==> config.mk <==
export PLATFORM = sky130hd
export DESIGN_NAME = wdt_heartbeat_monitor
export DESIGN_NICKNAME = d
export VERILOG_FILES = /design/src/rtl/wdt_pkg.sv /design/src/rtl/wdt_hb_sync.sv /design/src/rtl/wdt_timer.sv /design/src/rtl/wdt_heartbeat_monitor.sv
export SDC_FILE = /design/constraint.sdc
export NUM_CORES = 1
export LEC_CHECK = 0
export ABC_AREA = 1
export CAP_MARGIN = 20
export CORE_MARGIN = 2
export CORE_UTILIZATION = 29
export DETAILED_ROUTE_END_ITERATION = 10
export DONT_BUFFER_PORTS = 1
export GPL_ROUTABILITY_DRIVEN = 1
export GPL_TIMING_DRIVEN = 0
export SLEW_MARGIN = 20
export SYNTH_ARGS = -nofsm -noshare
export SYNTH_HDL_FRONTEND = slang
export SYNTH_SLANG_ARGS = --single-unit
==> constraint.sdc <==
create_clock -name clk -period 4.13 [get_ports clk]
set_clock_uncertainty 0.1 [all_clocks]
set_input_delay 0.413 -clock clk [delete_from_list [all_inputs] [get_ports clk]]
set_output_delay 0.413 -clock clk [all_outputs]
set_load 0.005 [all_outputs]
==> src/rtl/wdt_pkg.sv <==
package wdt_pkg;

    typedef enum logic [1:0] {
        WD_IDLE = 2'd0,
        WD_RUN  = 2'd1,
        WD_TRIP = 2'd2
    } wd_state_e;

    function automatic int unsigned wd_window(input int unsigned clk_hz,
                                              input int unsigned timeout_ms);
        return (clk_hz / 1000) * timeout_ms;
    endfunction

endpackage

==> src/rtl/wdt_hb_sync.sv <==
module wdt_hb_sync #(
    parameter int unsigned STAGES = 2
) (
    input  logic clk,
    input  logic rst_n,
    input  logic hb_in,
    output logic hb_edge
);
    typedef struct packed {
        logic [STAGES-1:0] chain;
        logic              prev;
    } sync_t;

    sync_t s_d, s_q;

    always_comb begin
        s_d          = s_q;
        s_d.chain[0] = hb_in;
        for (int i = 1; i < STAGES; i++) begin
            s_d.chain[i] = s_q.chain[i-1];
        end
        s_d.prev     = s_q.chain[STAGES-1];
    end

    always_ff @(posedge clk or negedge rst_n) begin
        if (!rst_n) s_q <= '0;
        else        s_q <= s_d;
    end

    assign hb_edge = s_q.chain[STAGES-1] ^ s_q.prev;

    // an edge pulse lasts exactly one cycle for a stable input
    AST_EDGE_SINGLE: assert property (@(posedge clk) disable iff (!rst_n)
        (hb_edge && $stable(hb_in) && $past($stable(hb_in))) |=> !hb_edge);
endmodule

==> src/rtl/wdt_timer.sv <==
module wdt_timer
    import wdt_pkg::*;
#(
    parameter int unsigned LIMIT = 100
) (
    input  logic clk,
    input  logic rst_n,
    input  logic clear,
    input  logic hb_edge,
    output logic expired
);
    localparam int unsigned CW = $clog2(LIMIT + 1);
    localparam logic [CW-1:0] LAST = CW'(LIMIT - 1);
    localparam logic [CW-1:0] SAT  = CW'(LIMIT);

    typedef struct packed {
        wd_state_e     st;
        logic [CW-1:0] cnt;
    } tmr_t;

    tmr_t t_d, t_q;

    always_comb begin
        t_d = t_q;
        if (clear) begin
            t_d.st  = WD_IDLE;
            t_d.cnt = '0;
        end else begin
            unique case (t_q.st)
                WD_IDLE: begin
                    if (hb_edge) begin
                        t_d.st  = WD_RUN;
                        t_d.cnt = '0;
                    end
                end
                WD_RUN: begin
                    if (hb_edge) begin
                        t_d.cnt = '0;
                    end else if (t_q.cnt == LAST) begin
                        t_d.st  = WD_TRIP;
                        t_d.cnt = SAT;
                    end else begin
                        t_d.cnt = t_q.cnt + 1'b1;
                    end
                end
                WD_TRIP: begin
                    if (hb_edge) begin
                        t_d.st  = WD_RUN;
                        t_d.cnt = '0;
                    end
                end
                default: begin
                    t_d.st  = WD_IDLE;
                    t_d.cnt = '0;
                end
            endcase
        end
    end

    always_ff @(posedge clk or negedge rst_n) begin
        if (!rst_n) t_q <= '{st: WD_IDLE, cnt: '0};
        else        t_q <= t_d;
    end

    assign expired = (t_q.st == WD_TRIP);

    AST_NO_OVERFLOW: assert property (@(posedge clk) disable iff (!rst_n)
        t_q.cnt <= SAT);
    AST_CLEAR_IDLE: assert property (@(posedge clk) disable iff (!rst_n)
        clear |=> (t_q.st == WD_IDLE && t_q.cnt == '0));
    AST_EDGE_RESTART: assert property (@(posedge clk) disable iff (!rst_n)
        (!clear && hb_edge) |=> (t_q.st == WD_RUN && t_q.cnt == '0));
    AST_TRIP_HOLD: assert property (@(posedge clk) disable iff (!rst_n)
        (expired && !clear && !hb_edge) |=> expired);
    AST_TRIP_AFTER_FULL: assert property (@(posedge clk) disable iff (!rst_n)
        $rose(expired) |-> ($past(t_q.cnt) == LAST && $past(t_q.st) == WD_RUN));
endmodule

==> src/rtl/wdt_heartbeat_monitor.sv <==
module wdt_heartbeat_monitor
    import wdt_pkg::*;
#(
    parameter int unsigned CLK_HZ      = 50_000_000,
    parameter int unsigned TIMEOUT_MS  = 1600,
    parameter int unsigned SYNC_STAGES = 2
) (
    input  logic clk,
    input  logic rst_n,
    input  logic host_rst,
    input  logic hb_en,
    input  logic hb_in,
    input  logic supply_ok,
    output logic wdo_n
);
    localparam int unsigned LIMIT = wd_window(CLK_HZ, TIMEOUT_MS);

    logic hb_edge;
    logic hold_clear;
    logic expired;

    wdt_hb_sync #(.STAGES(SYNC_STAGES)) u_sync (
        .clk    (clk),
        .rst_n  (rst_n),
        .hb_in  (hb_in),
        .hb_edge(hb_edge)
    );

    assign hold_clear = host_rst | ~hb_en;

    wdt_timer #(.LIMIT(LIMIT)) u_timer (
        .clk    (clk),
        .rst_n  (rst_n),
        .clear  (hold_clear),
        .hb_edge(hb_edge),
        .expired(expired)
    );

    assign wdo_n = supply_ok & ~expired;

    AST_SUPPLY_LOW: assert property (@(posedge clk) disable iff (!rst_n)
        !supply_ok |-> !wdo_n);
    AST_DISABLED_HIGH: assert property (@(posedge clk) disable iff (!rst_n)
        !hb_en |=> (wdo_n || !supply_ok));
    AST_HOSTRST_HIGH: assert property (@(posedge clk) disable iff (!rst_n)
        host_rst |=> (wdo_n || !supply_ok));
endmodule

After elaboration in Yosys (flattened, before gate mapping):

Cells that the tools add are included.
W data, S select, Z words.

* add/sub/neg operators: 1
* equality and inequality tests: 6
* mux-type cells: 7
* bitwise operators: 5
* reduce and logical (&&, ||, !) cells: 3

Operators by type and width (number)
* $mux W29: 2
* $pmux W29 S2: 1
* $mux W27: 2
* $add A27 B1 Y27 const B: 1
* $eq A27 B27 Y1 const B: 1
* $mux W2: 2
* $ne A3 B1 Y1 const B: 1
* $ne A3 B2 Y1 const B: 1
* $ne A3 B3 Y1 const B: 1
* $reduce_and A3 Y1: 1
* $eq A2 B1 Y1 const B: 1
* $eq A2 B2 Y1 const B: 1
* $logic_not A2 Y1: 1
* $not A1 Y1: 2
* $reduce_or A2 Y1: 1
* $and A1 B1 Y1: 1
* $or A1 B1 Y1: 1
* $xor A1 B1 Y1: 1

* bits in registers: 32
* input bits: 6
* output and inout bits: 1
* logic and storage cells: 26

Longest topological paths before layout:

Gate-level depths: netlist (run 1).

* depth in word-level cells: 5
* gate-level depth with buffers: 11
* gate-level depth less buffers: 10

Hierarchy:

From an unflattened synthesis (run 1), not the netlist that was laid out.

* cell total of the unflattened synthesis: 300
* area, all modules: 2059.5 um2

By module, submodules not included
* wdt_timer: instances 1, cells an instance 288, area each 1948.1 um2, sequential area each 725.7 um2
* wdt_hb_sync: instances 1, cells an instance 8, area each 93.8 um2, sequential area each 75.1 um2
* wdt_heartbeat_monitor: instances 1, cells an instance 4, area each 17.5 um2, sequential area each 0.0 um2

Worst setup path after synthesis (run 1):

No wires, ideal clock.

* path kind: reg-to-reg
* start point: reg u_timer.t_q[0] (netlist name)
* end point: reg u_timer.t_q[4] (netlist name)
* library setup time: 0.121 ns
* arrival: 1.318 ns
* data required time: 3.909 ns
* slack: 2.591 ns
* stages on the path, launching flop included: 12
* path buffers: 1
* period minus slack after synthesis: 1.539 ns
* path through: dfrtp_1 ha_1 nand3_1 inv_1 nand2_2 nor2_2 nand2_2 nand2_2 nand2_4 clkinv_4 buf_12 nor2_1

* word-level cells in the longest chain between the ends: 5
* elaborated cells on any way between the ends: 6
* those cells by class: add/sub (1); eq/ne (1); mux (4)

RTL lines
* start: declaration: line wdt_timer.sv:21 `tmr_t t_d, t_q;`
* start signal: assignment: line wdt_timer.sv:61 `if (!rst_n) t_q <= '{st: WD_IDLE, cnt: '0};`
* start signal: assignment: line wdt_timer.sv:62 `else t_q <= t_d;`
* $add A27 B1 Y27 or $eq A27 B27 Y1 (tied branches): line wdt_timer.sv:43, wdt_timer.sv:39
* $mux W27 (*): line wdt_timer.sv:39 `end else if (t_q.cnt == LAST) begin`
* $mux W27 (*): line wdt_timer.sv:37 `if (hb_edge) begin`
* $pmux W29 S2 (*): line wdt_timer.sv:29 `unique case (t_q.st)`
* $mux W29 (*): line wdt_timer.sv:25 `if (clear) begin`

Every way passes the cells marked *; elsewhere a longest branch is shown, timed or not.
A chain may end at the register's enable or synchronous reset.

Worst setup path in the final report (run 1):

Ends and elaborated chain as after synthesis.

==> impl_results.md, run 1 <==
- Status: finished clean
- Non-Filler Instances: between 400 and 500
- Fin Setup TNS: 0 ns
- Fin nets: between 300 and 400
- TritonCTS Sinks: 32
- Total iterations of the first detailed-routing run: 4
- Syn_nets: 329
- Drt drc: 0
- Row Count: 31
- Synth Register Bits: 32
- TritonCTS buffer count: 5
- Initial Util: 0.296
- Max Cap Viol: 0
- Post-route cell area: approximately 2400 um^2
- Max Slew Vio Count: 0
- Register area share after synthesis: 0.377
- Share of cells above drive strength 1: 0.105
- Final hold vios: 0
- Met1 wire length: approximately 2300 um
- Final Wtd Congestion: between 0.8 and 0.9
- Mapped Cells: 322
- First-pass GRT wire length: a little under 9000 um
- Worst setup path start: u_timer.t_q[0]
- Num ports: 7
- Mapped Area: roughly 2100 um^2
- RSZ-0062 raised after global routing: no
- Max VDD drop: around 0.094 mV
- Clock transition at the registers of the reported paths: about 0.070 ns
- CTS tree: yes
- Crit path kind: reg2reg
- Uppermost routed layer: met4
- Die area: 8020 um^2
- Via count: approximately 2000
- Placed cell areas: approximately 2200 um^2
- Design Power: a little over 600 uW
- ANT nets after route: 0
- Achievable frequency: roughly 570 MHz
- Hold WC Path Type: in2reg
- Cts-stage hold buffer count: 2
- Post-CTS Setup Bufs: 0
- Antenna violations before repair: 0
- Skew-Pair Late Insertion Delay: a little under 0.3 ns
- CP startpoint kind: flop
- Final Cycle Share: 0.426
- Pwr/cell area: between 200 and 300 nW/um^2
- Met3 WL: around 280 um
- Die Width: 89.6 um
- Vias in the first global route: approximately 1900
- H-Tree Level Count: 2
- Yosys warning total: 0
- Detail Placement HPWL: 3840 um
- Buffer depth of the longest clock path: 2
- Arrival time at the worst endpoint: around 1.8 ns
- WL final: between 4000 and 5000 um
- Core box area: slightly above 7000 um^2
- Largest net degree at the start of global routing: 33
- Worst-margin pin slew: roughly 0.54 ns
- P&R area growth vs syn: 11.7%
- Ant. Diodes: 0
- CTS Root Cell: clkbuf_8
- IO buf count: 0
- Placed cell count: 421
- Initial drt markers: around 100
- Via/cell ratio: between 4 and 5
- LEAKAGE: around 1.1 nW
- # resized after CTS: 0
- Relative slew slack: 0.642
- Synth cell types: 27
- Final setup fails: 0
- Mapped Avg Cell Area: 6.59 um^2
- Met2 wire len: approximately 2300 um
- Wirelength per Cell: roughly 12 um
- Worst-path maximum fanout: 10
- Most common cell after layout, fill and taps aside: nand2_1
- DIE HEIGHT: about 90 um
- Commonest cells after routing, fill and taps aside: 104 x nand2_1, 48 x nor2_1, 42 x inv_1
- Core Util, Final: 0.330
- Grt ovf: 0
- R2r startpoint: u_timer.t_q[0]
- Worst Path Required: approximately 4.2 ns
- Final min period: approximately 1.8 ns
- CP Capture Type: flop
- Min-Delay Startpoint: hb_in
- GRT Util Overall: 0.143
- Fillers: between 700 and 800
synth_stat cells:
master	n	area, um^2
nand2_2	5	31.3
o21bai_1	2	15.0
nand3_1	25	125
nor2_1	48	180
nor2_2	12	75.1
o21ai_2	1	8.76
clkbuf_1	1	3.75
or2_2	1	6.26
o21ai_0	12	60.1
nand3b_1	1	7.51
buf_12	1	20.0
nand2_4	2	22.5
nor2_4	1	11.3
xor2_1	6	52.6
dfrtp_1	32	801
inv_2	1	3.75
buf_2	2	10.0
ha_1	1	12.5
nand4_1	7	43.8
nor3_1	8	40.0
a21oi_1	2	10.0
o21ai_1	2	10.0
xnor2_1	1	8.76
nand2_1	104	390
a21boi_0	1	7.51
inv_1	42	158
clkinv_4	1	8.76
power breakdown:
part,switching (mW),internal [mW]
Sequential,0.00113,0.316
Combinational,0.0230,0.0100
Clock,0.122,0.135
Total,0.146,0.461
worst max-delay path, stage by stage (launching register included):
cell and delay, ns:
dfrtp_1 0.38, ha_1 0.18, nand3_1 0.10, inv_1 0.15
nand2_2 0.10, nor2_2 0.12, nand2_2 0.07, nand2_2 0.13
nand2_4 0.07, clkinv_4 0.06, buf_12 0.13, nor2_1 0.05
metal layers:
layer / global-route usage / up-vias
met1: 0.181 / 906
met5: 0 / -
li1: - / 1013
met3: 0.0397 / 6
met2: 0.231 / 48
met4: 0.0529 / 0
registers in the layout (all words and copies together), names as in the netlist:
register,cells
u_sync.s_d,2
u_sync.s_q,1
u_timer.t_q,29
cell families after synthesis:
logic type,count (synthesis),share of synthesized area
compound gates,20,0.0524
xor+xnor,7,0.0289
fa+ha+maj,1,0.00589
buf+inv,48,0.0960
flops,32,0.377
simple gates,214,0.440
worst paths after layout:
kind / cells past startpoint / end / slack, ns
hold / removal: 0 / u_sync.s_d[2] / 0.04
setup / recovery: 11 / u_timer.t_q[4] / 2.37
setup reg to reg: 11 / u_timer.t_q[4] / 2.37
min in group asynchronous: 2 / u_sync.s_d[0] / 0.47
max in group asynchronous: 2 / u_timer.t_q[26] / 3.28
hold reg to reg: 0 / u_sync.s_d[0] / 0.26
stage by stage:
stage,worst slack (ns),hold WS [ns]
3_5_place_dp,2.39,0.0181
5_1_grt,2.22,0.0299
3_3_place_gp,2.40,0.0181
4_1_cts,2.37,0.0391
6_report,2.37,0.0442
2_1_floorplan,2.59,0.0174
layout make-up:
type                    instances  area (um^2)  share of cell area
clock buffers                   7         86.3              0.0364
inverters                      44          170              0.0718
plain buffers                   4         33.8              0.0142
repair buffers                  2         30.0              0.0127
well taps                      99          124              0.0522
multi-input cells             242         1120               0.472
flip-flops and latches         32          801               0.338
clock inverters                 1         7.51             0.00317
Power figures use the tool's default switching activity.
==> run 2, diff against run 1 <==
- clock period: 4.13 -> 1.7 ns (I/O delays scaled with it)
==> run 2 against run 1 <==
Via count up 4.2%. Setup slack lost 2.3 ns. Non-clock buffer count is 16 higher. Clock-buffer cell count unchanged. Utilization rose by 3.7 points. Combinational power grew to 2.8 times the previous value. Critical path type unchanged. Largest cell class unchanged. Highest routed layer unchanged.
==> impl_results.md, run 2 (synthesis gave the netlist of run 1 again) <==
- Fin nets: 354 (+4.7%)
- GRT Util Overall: 0.144 (+0.00114)
- Post-route cell area: 2630 um^2 (+11%)
- Final hold vios: 0 (unchanged)
- R2r startpoint: u_timer.t_q[0]
- DIE HEIGHT: 89.6 um (unchanged)
- Vias in the first global route: 1892 (+1.2%)
- Status: finished clean
- First-pass GRT wire length: 8770 um (+0.86%)
- Via/cell ratio: 4.60 (+0.43%)
- Worst-path maximum fanout: 5 (-5)
- Row Count: 31 (unchanged)
- Max Cap Viol: 0 (unchanged)
- Achievable frequency: 608 MHz (+6.9%)
- Share of cells above drive strength 1: 0.239 (+0.133)
- Arrival time at the worst endpoint: 1.73 ns (-0.11 ns)
- Max Slew Vio Count: 0 (unchanged)
- Worst Path Required: 1.78 ns (-2.43 ns)
- Crit path kind: reg2reg
- Non-Filler Instances: 447 (+3.7%)
- Relative slew slack: 0.817 (+0.175)
- IO buf count: 0 (unchanged)
- Num ports: 7 (unchanged)
- P&R area growth vs syn: 24.0%
- Reg2reg setup slack: 0.06 ns (-2.32 ns)
- Die area: 8020 um^2 (unchanged)
- Max VDD drop: 0.227 mV (+140%)
- Total iterations of the first detailed-routing run: 6 (+2)
- Core Util, Final: 0.367 (+0.0366)
- Drt drc: 0 (unchanged)
- Hold Path Depth: 4 (+4)
- Skew-Pair Late Insertion Delay: 0.29 ns (about the same)
- Buffer depth of the longest clock path: 2 (unchanged)
- LEAKAGE: 1.19 nW (+8.6%)
- Largest Register: u_timer.t_q
- Antenna violations before repair: 0 (unchanged)
- H-Tree Level Count: 2 (unchanged)
- Initial Util: 0.296 (unchanged)
- CTS tree: yes
- ANT nets after route: 0 (unchanged)
- Ant. Diodes: 0 (unchanged)
- WL final: 5340 um (+7.6%)
- Clock transition at the registers of the reported paths: 0.07 ns (about the same)
- CTS Root Cell: clkbuf_8
- CP Capture Type: flop
- Placed cell count: 421 (unchanged)
- Pwr/cell area: 563 nW/um^2 (+120%)
- Min-Delay Startpoint: hb_en
- Largest net degree at the start of global routing: 33 (unchanged)
- Hold endpoint: u_timer.t_q[28]
- Largest register FFs: 29 (unchanged)
- Detail Placement HPWL: 3840 um (unchanged)
- Wirelength per Cell: 11.9 um (+3.8%)
- Final Wtd Congestion: 0.873 (unchanged)
- TritonCTS buffer count: 5 (unchanged)
- CP startpoint kind: flop
- Most common cell after layout, fill and taps aside: nand2_1
- TritonCTS Sinks: 32 (unchanged)
- Fin Setup TNS: 0 ns (unchanged)
- Hold WC Path Type: in2reg
- Commonest cells after routing, fill and taps aside: 97 x nand2_1, 38 x nor2_1, 36 x inv_1
- Reg2Reg Depth: 11 (unchanged)
- Final min period: 1.64 ns (-0.113 ns)
- Core box area: 7180 um^2 (unchanged)
- Via count: 2055 (+4.2%)
- Worst-margin pin slew: 0.274 ns (-0.263 ns)
- Final Cycle Share: 0.968 (+0.542)
- Reg2reg end: u_timer.t_q[7]
- Initial drt markers: 113 (+12%)
- Final setup fails: 0 (unchanged)
- Die Width: 89.6 um (unchanged)
- Grt ovf: 0 (unchanged)
- Fillers: 761 (-2.4%)
- Placed cell areas: 2250 um^2 (unchanged)
## run 2: changes by cell type in the layout (fill, tap and decap cells not counted), moves of 5 or more
cell / previous run / this run
buf_4: 0 / 14
dfrtp_1: 32 / 27
dfrtp_2: 0 / 5
inv_1: 42 / 36
inv_2: 1 / 6
nand2_1: 104 / 97
nand2_2: 5 / 10
nor2_1: 48 / 38
nor2_4: 1 / 7
## run 2: timing repair
item                       CTS  global route
pin swaps                    0             9
gates resized for setup      3            42
hold buffers                 3             0
hold endpoints to repair    33             0
setup endpoints to repair   12            21
setup buffers                2            12
gates cloned                 0             1
## run 2: power by group
| part | switching [mW] | internal, mW |
|---|---|---|
| combinational | 0.0600 | 0.0326 |
| clock | 0.292 | 0.329 |
| sequential | 0.00269 | 0.767 |
## run 2: metal layers
| layer | GRT usage | routed length, um | vias to the layer above |
|---|---|---|---|
| li1 | - | - | 1044 |
| met1 | 0.182 | 2430 | 951 |
| met2 | 0.234 | 2570 | 49 |
| met3 | 0.0397 | 217 | 11 |
| met4 | 0.0529 | 121 | 0 |
| met5 | 0 | 0 | - |
## run 2: final cells by class
class | count | area, um^2 | area share
Clock buffer | 7 | 86.3 | 0.0328
Timing Repair Buffer | 18 | 170 | 0.0646
Sequential cell | 32 | 807 | 0.306
Clock inverter | 1 | 7.51 | 0.00285
Tap cell | 99 | 124 | 0.0470
Buffer | 4 | 37.5 | 0.0143
Multi-Input combinational cell | 242 | 1230 | 0.467
Inverter | 44 | 173 | 0.0656
## run 2: how the worst max path moves through the flow
stage / startpoint / end / cells past startpoint
2_1_floorplan: u_timer.t_q[0] / u_timer.t_q[4] / 11
3_3_place_gp: u_timer.t_q[0] / u_timer.t_q[4] / 11
3_5_place_dp: u_timer.t_q[0] / u_timer.t_q[4] / 11
4_1_cts: u_timer.t_q[1] / u_timer.t_q[4] / 11
5_1_grt: u_timer.t_q[0] / u_timer.t_q[8] / 11
6_report: u_timer.t_q[0] / u_timer.t_q[7] / 11
## run 2: per-stage QoR
step | setup slack (ns) | hold WS (ns) | power [mW]
floorplan | 0.161 | -0.226 | 0.831
global route | -0.0247 | 0.102 | 1.55
finish | 0.0550 | 0.0745 | 1.48
CTS | 0.00637 | 0.0669 | 1.50
global placement | -0.0328 | -0.225 | 0.843
detailed placement | -0.0431 | -0.225 | 0.843
## run 2: critical path: stages (launching register included)
cell	delay, ns
dfrtp_1	0.36
ha_2	0.22
nand3_4	0.10
inv_4	0.10
nand2_4	0.07
nor2_4	0.08
nand2_2	0.08
nand2_4	0.11
nand2_4	0.06
clkinv_4	0.07
clkbuf_16	0.15
nor2_2	0.03
